[config.mk]
export PLATFORM = sky130hd
export DESIGN_NAME = split_mac_unit
export DESIGN_NICKNAME = d
export VERILOG_FILES = /design/src/rtl/smu_pkg.sv /design/src/rtl/smu_operand_regs.sv /design/src/rtl/smu_half_mult.sv /design/src/rtl/smu_accum.sv /design/src/rtl/smu_wr_port.sv /design/src/rtl/split_mac_unit.sv
export SDC_FILE = /design/constraint.sdc
export NUM_CORES = 2
export LEC_CHECK = 0
export ABC_AREA = 1
export BUFFER_PORTS_ARGS = -buffer_cell sky130_fd_sc_hd__clkbuf_2
export CORE_ASPECT_RATIO = 0.6
export CORE_UTILIZATION = 55
export CTS_BUF_LIST = sky130_fd_sc_hd__clkbuf_16
export CTS_CLUSTER_DIAMETER = 80
export DETAILED_ROUTE_END_ITERATION = 10
export PLACE_DENSITY = 0.74
export SYNTH_ARGS = -nofsm -noshare
export SYNTH_HDL_FRONTEND = slang
export SYNTH_SLANG_ARGS = --single-unit
[constraint.sdc]
create_clock -name clk -period 7.3 [get_ports clk]
set_input_delay 0 -clock clk [delete_from_list [all_inputs] [get_ports clk]]
set_output_delay 0 -clock clk [all_outputs]
set_load 0.005 [all_outputs]
[src/rtl/smu_pkg.sv]
package smu_pkg;
  parameter int unsigned WORD_W  = 32;                    // operand word width
  parameter int unsigned MAX_WDS = 8;                     // words per operand
  localparam int unsigned HALF_W  = WORD_W / 2;
  localparam int unsigned GUARD_W = $clog2(2 * MAX_WDS);
  localparam int unsigned ACC_W   = 2 * WORD_W + GUARD_W;
  localparam int unsigned PROD_W  = WORD_W + HALF_W;
  localparam int unsigned BREG_W  = WORD_W + HALF_W;
endpackage

[src/rtl/smu_operand_regs.sv]
module smu_operand_regs
  import smu_pkg::*;
(
  input  logic              clk,
  input  logic              rst_n,
  input  logic [WORD_W-1:0] bus_data,
  input  logic              a_ld,
  input  logic              b_ld,
  input  logic              mul1,
  output logic [WORD_W-1:0] opa,
  output logic [HALF_W-1:0] opb_lo
);
  logic [BREG_W-1:0] opb_q;
  logic              b_pend_q;
  logic              step;

  // B moves down one half in the cycle after its load and in the first multiply cycle
  assign step = b_pend_q | mul1;

  always_ff @(posedge clk) begin
    if (!rst_n) begin
      opa      <= '0;
      opb_q    <= '0;
      b_pend_q <= 1'b0;
    end else begin
      if (a_ld) opa <= bus_data;
      b_pend_q <= b_ld;
      if (b_ld)
        opb_q <= {bus_data, (step ? opb_q[WORD_W-1:HALF_W] : opb_q[HALF_W-1:0])};
      else if (step)
        opb_q <= {{HALF_W{1'b0}}, opb_q[BREG_W-1:HALF_W]};
    end
  end

  assign opb_lo = opb_q[HALF_W-1:0];

  // upper half of the B word must be the multiplier input in the second multiply cycle
  p_bhalf_r3: assert property (@(posedge clk) disable iff (!rst_n)
    mul1 |=> (opb_lo == $past(opb_q[WORD_W-1:HALF_W])));
endmodule

[src/rtl/smu_half_mult.sv]
module smu_half_mult
  import smu_pkg::*;
#(
  parameter int unsigned STYLE = 0   // 0: inferred multiplier, 1: explicit shift-add array
) (
  input  logic [WORD_W-1:0] a,
  input  logic [HALF_W-1:0] b,
  output logic [PROD_W-1:0] p
);
  generate
    if (STYLE == 0) begin : g_infer
      assign p = PROD_W'(a) * PROD_W'(b);
    end else begin : g_array
      logic [PROD_W-1:0] rows [HALF_W];
      for (genvar i = 0; i < HALF_W; i++) begin : g_row
        assign rows[i] = b[i] ? (PROD_W'(a) << i) : '0;
      end
      always_comb begin
        p = '0;
        for (int j = 0; j < HALF_W; j++) p = p + rows[j];
      end
    end
  endgenerate
endmodule

[src/rtl/smu_accum.sv]
module smu_accum
  import smu_pkg::*;
(
  input  logic              clk,
  input  logic              rst_n,
  input  logic              mul1,
  input  logic              mul2,
  input  logic              mul_clr,
  input  logic              mul_shift,
  input  logic              sh_go,
  input  logic              cl_go,
  input  logic [PROD_W-1:0] prod,
  output logic              push,
  output logic [WORD_W-1:0] push_word
);
  logic [ACC_W-1:0]  acc_q;
  logic [PROD_W-1:0] part_q;
  logic [ACC_W-1:0]  full;
  logic [ACC_W-1:0]  base;
  logic [ACC_W-1:0]  sum;

  always_comb begin
    full = ACC_W'(part_q) + (ACC_W'(prod) << HALF_W);
    base = mul_clr ? '0 : acc_q;
    sum  = base + full;
  end

  always_ff @(posedge clk) begin
    if (!rst_n) begin
      acc_q  <= '0;
      part_q <= '0;
    end else begin
      if (mul1) part_q <= prod;
      if (mul2)
        acc_q <= mul_shift ? (sum >> WORD_W) : sum;
      else if (sh_go)
        acc_q <= cl_go ? '0 : (acc_q >> WORD_W);
      else if (cl_go)
        acc_q <= '0;
    end
  end

  assign push      = (mul2 & mul_shift) | sh_go;
  assign push_word = mul2 ? sum[WORD_W-1:0] : acc_q[WORD_W-1:0];

  p_sshift_r6: assert property (@(posedge clk) disable iff (!rst_n)
    (sh_go && !cl_go && !mul2) |=> (acc_q == ($past(acc_q) >> WORD_W)));
  p_sclr_r7: assert property (@(posedge clk) disable iff (!rst_n)
    (cl_go && !mul2) |=> (acc_q == '0));
  p_quiet_r11: assert property (@(posedge clk) disable iff (!rst_n)
    (!mul2 && !sh_go && !cl_go) |=> $stable(acc_q));
endmodule

[src/rtl/smu_wr_port.sv]
module smu_wr_port
  import smu_pkg::*;
(
  input  logic              clk,
  input  logic              rst_n,
  input  logic              load_in,
  input  logic [WORD_W-1:0] load_word,
  input  logic              wr_ready,
  output logic              wr_valid,
  output logic [WORD_W-1:0] wr_data
);
  always_ff @(posedge clk) begin
    if (!rst_n) begin
      wr_valid <= 1'b0;
      wr_data  <= '0;
    end else if (load_in) begin
      wr_valid <= 1'b1;
      wr_data  <= load_word;
    end else if (wr_valid && wr_ready) begin
      wr_valid <= 1'b0;
    end
  end

  p_hold_r8: assert property (@(posedge clk) disable iff (!rst_n)
    (wr_valid && !wr_ready) |=> (wr_valid && $stable(wr_data)));
  p_drain_r10: assert property (@(posedge clk) disable iff (!rst_n)
    (wr_valid && wr_ready && !load_in) |=> !wr_valid);
  p_no_clobber_r9: assert property (@(posedge clk) disable iff (!rst_n)
    load_in |-> (!wr_valid || wr_ready));
endmodule

[src/rtl/split_mac_unit.sv]
module split_mac_unit
  import smu_pkg::*;
#(
  parameter int unsigned MUL_STYLE = 0
) (
  input  logic              clk,
  input  logic              rst_n,
  input  logic [WORD_W-1:0] bus_data,
  input  logic              a_ld,
  input  logic              b_ld,
  input  logic              cmd_valid,
  output logic              cmd_ready,
  input  logic              cmd_mul,
  input  logic              cmd_shift,
  input  logic              cmd_clr,
  output logic              wr_valid,
  input  logic              wr_ready,
  output logic [WORD_W-1:0] wr_data
);
  logic              take, mul1, sh_go, cl_go;
  logic              mul2_q, shift_q, clr_q;
  logic [WORD_W-1:0] opa;
  logic [HALF_W-1:0] opb_lo;
  logic [PROD_W-1:0] prod;
  logic              push;
  logic [WORD_W-1:0] push_word;

  // refuse in the second multiply cycle and while an unstored word would block a shift
  assign cmd_ready = !mul2_q && (!wr_valid || wr_ready);
  assign take      = cmd_valid && cmd_ready;
  assign mul1      = take && cmd_mul;
  assign sh_go     = take && !cmd_mul && cmd_shift;
  assign cl_go     = take && !cmd_mul && cmd_clr;

  always_ff @(posedge clk) begin
    if (!rst_n) begin
      mul2_q  <= 1'b0;
      shift_q <= 1'b0;
      clr_q   <= 1'b0;
    end else begin
      mul2_q <= mul1;
      if (mul1) begin
        shift_q <= cmd_shift;
        clr_q   <= cmd_clr;
      end
    end
  end

  smu_operand_regs u_ops (
    .clk(clk), .rst_n(rst_n), .bus_data(bus_data), .a_ld(a_ld), .b_ld(b_ld),
    .mul1(mul1), .opa(opa), .opb_lo(opb_lo)
  );

  smu_half_mult #(.STYLE(MUL_STYLE)) u_mul (
    .a(opa), .b(opb_lo), .p(prod)
  );

  smu_accum u_acc (
    .clk(clk), .rst_n(rst_n), .mul1(mul1), .mul2(mul2_q), .mul_clr(clr_q),
    .mul_shift(shift_q), .sh_go(sh_go), .cl_go(cl_go), .prod(prod),
    .push(push), .push_word(push_word)
  );

  smu_wr_port u_wr (
    .clk(clk), .rst_n(rst_n), .load_in(push), .load_word(push_word),
    .wr_ready(wr_ready), .wr_valid(wr_valid), .wr_data(wr_data)
  );

  p_gap_r3: assert property (@(posedge clk) disable iff (!rst_n)
    mul2_q |-> !(cmd_valid && cmd_ready));
endmodule

==> impl_metrics.toml <==
[outcome]
status = "finished with violations"
violations = "DRC, setup timing"

[sta]
setup_ws_ns = -1.64
max_slew_margin_pct = 20.1
finalCriticalPeriod_ns = 8.94
finalSetupViolCount = 76
finalMaxSlewViolations = 0
max_freq_mhz = 112
fin_skew_ns = 0.0153
period_share_pct = 123
tightest_slew_ns = 1.20
setup_tns_ns = -98.35
finalHoldViolations = 0
rsz0062_at_grt = "true"

[layout]
filler_cell_count = 4185
fin_cells = 7107
drive_above_1_share_pct = 33.6
syn_to_final_growth_pct = 45.0
layout.nets = 6923

[global_route]
grt_use_met2_pct = 59.9
overflow = 0
grt_usage_pct = 47.1
grt_pass1_vias = 38299
antenna_found_initial = 8
grt_pass1_wl_mm = 228
grt_max_degree = 68
busiest_layer = "met1"
gr-usage-met1_pct = 68.2
use_met3_pct = 26.0

[clocking]
cts_tree = "built"
clk_latency_ns = 0.63
cts-root-buf = "clkbuf_16"
clock-sinks = 233
cts_buffer_depth = 3
clk_pin_slew_ns = 0.07
htreeDepth = 1
cts_made_buffers = 26

[placed_design]
placed_cells = 6784
routabilityCongestion = 1.09
numPortBuffers = 74
dp_hpwl_mm = 117

[critical_path]
reg2reg_from = "u_ops.opb_q[11]"
startpoint = "u_ops.opb_q[11]"
endpoint_kind = "flop"
cp_slowest_cell = "fa_1"
cp-start-kind = "flop"
crit_type = "flop to flop"
arrival_ns = 9.43
cpMostUsedCell = "nand2_1"
cp_max_fo = 10
cpPeakStageDelay_ns = 0.57
required_ns = 7.78

[drt]
ant_nets = 0
vias_per_cell = 5.81
num_vias = 41303
drt-wirelength-per-cell_um = 22.7
wirelength_mm = 162
drt_iter0_markers = 6127
drcViolationCount = 4
firstDrtPassIters = 11

[power_and_ir_drop]
p_clk_share_pct = 9.5
p_leak_nw = 26.0
switching_power_mw = 7.26
ir_drop_uv = 306
power_frac_seq_pct = 10.3
swShare_pct = 49.9
p_comb_share_pct = 80.1
powerDensity_nw_per_um2 = 289
p_int_mw = 7.31

[logic_synthesis]
synthCells = 5279
synth_edf_count = 0
synth-seq-cells = 233
yosys_warnings = 0
syn_nets = 5958
syn_area_sq_um = 34800
synth.area.top_cells = "fa_1, nand2_1, dfxtp_1, inv_1, ha_1"
synth_top_cell_area_share_pct = 24.1
synth_flop_cell = "dfxtp_1"
yosysUniqueCellTypes = 50
ys_async_sr_fraction_pct = 0
yosys.area.top_type = "fa_1"
syn_area_per_cell_sq_um = 6.60
ys_seq_area_share_pct = 13.4

[floorplanning]
pin_count = 75
core.rowCount = 71
initial_core_util_pct = 55.6
die_x_um = 327
die_y_um = 197
core_sq_um = 62600
die-area_sq_um = 64400

[job]
maxCapViolCount = 0

[min_path]
hp-class = "primary input to flop"
hp-start = "rst_n"
-- power by group through the flow --
| stage | clock network [mW] | logic [mW] | registers, mW |
|---|---|---|---|
| after floorplan | 0 | 3.86 | 1.44 |
| after global placement | 0 | 7.73 | 1.50 |
| after detailed placement | 0 | 7.80 | 1.51 |
| after CTS | 1.37 | 9.79 | 1.49 |
| after global routing | 1.43 | 12.1 | 1.50 |
| final | 1.39 | 11.7 | 1.51 |
-- kinds of logic (layout without fill, tap and decap cells) --
logic type | Yosys count | count (layout) | synth area share (%)
fa+ha+maj | 638 | 638 | 32.0
xor+xnor | 92 | 92 | 2.31
other cells | 0 | 4 | 0
compound gates | 746 | 746 | 11.9
buf+inv | 1428 | 2413 | 15.4
flops | 233 | 233 | 13.4
simple gates | 2142 | 2142 | 24.9
-- synthesized netlist by cell type (2+ instances only) --
master / instances
a21oi_1: 301
buf_2: 6
nor4_1: 7
nor2_1: 454
nand3_1: 178
o21a_1: 20
buf_1: 3
a21oi_2: 5
o221ai_1: 3
nor2_2: 22
a21o_1: 10
inv_2: 30
nand2_2: 29
or2_2: 2
nor3_2: 5
a22oi_1: 6
nand4_1: 31
a21boi_0: 6
o211ai_1: 38
a31oi_1: 31
nand2_1: 1363
clkbuf_1: 213
o21ai_0: 268
nor3_1: 20
a32o_1: 8
fa_1: 420
dfxtp_1: 233
inv_1: 1176
nand3_2: 3
o21bai_1: 35
a211oi_1: 2
o21ai_1: 7
nand3b_1: 18
and2_1: 3
ha_1: 218
xnor2_1: 35
xor2_1: 57
-- cell type report --
cell class	count	area, sq um	area share [%]
Multi-Input combinational cell	3618	29600	58.7
Timing Repair Buffer	1159	9710	19.2
Sequential cell	233	4730	9.37
Inverter	1206	4550	9.02
Tap cell	839	1050	2.08
Clock buffer	26	651	1.29
Clock inverter	22	166	0.330
Antenna cell	4	10.0	0.0198
-- cell usage in the layout, fill, tap and decap left out, types with 121 or more instances in the layout --
cell type and instances:
dfxtp_1 205, inv_2 121, buf_4 896, nand2_2 162
nand2_1 1145, a21oi_1 186, nand3_1 131, ha_1 153
fa_1 406, inv_1 1077, nor2_1 333, o21ai_0 201
-- per-stage QoR --
step                utilization [%]  hold WS, ns  setup WS (ns)  total power, mW  cell area (sq um)
detailed placement             67.9        0.242          -1.87             9.31              42500
global route                   80.6       0.0369          -1.87             15.0              50500
finish                         80.6       0.0207          -1.64             14.6              50500
CTS                            76.3       0.0128          -1.17             12.6              47800
floorplan                         -        0.113         -0.289             5.30              35900
global placement               67.9        0.218          -1.86             9.23              42500
-- per-layer routing --
metal,share of wire (%),up-vias
li1,-,17870
met1,40,19642
met2,37,3201
met3,19,564
met4,3.1,26
met5,0.57,-
-- path summary, 6_finish.rpt --
check	cells past startpoint	endpoint	slack, ns
max reg2reg	47	u_acc.acc_q[66]	-1.64
max	47	u_acc.acc_q[66]	-1.64
min reg2reg	2	u_acc.acc_q[38]	0.47
min	3	u_wr.wr_data[15]	0.02
-- critical path: cells and delay by family (launching register included) --
kind            cells  cell delay [ns]
compound gates      3             0.39
xor+xnor            1             0.16
fa+ha+maj           9             4.06
buf+inv            11             1.16
flops               1             0.43
simple gates       23             2.57
-- timing repair --
| action | CTS | global route |
|---|---|---|
| hold endpoints to repair | 67 | 0 |
| pin swaps | 163 | 218 |
| buffers inserted | 154 | 78 |
| gates resized for setup | 670 | 514 |
| gates cloned | 3 | 3 |
| hold buffers | 40 | 0 |
| setup endpoints to repair | 75 | 76 |
-- state kept, by name (all words and copies together) (netlist names) --
signal,count
u_acc.acc_q,68
u_wr.wr_data,32
u_wr.wr_valid,1
shift_q,1
u_acc.part_q,48
u_ops.opb_q,48
u_ops.b_pend_q,1
clr_q,1
mul2_q,1
u_ops.opa,32
(Power assumes the default switching activity.)
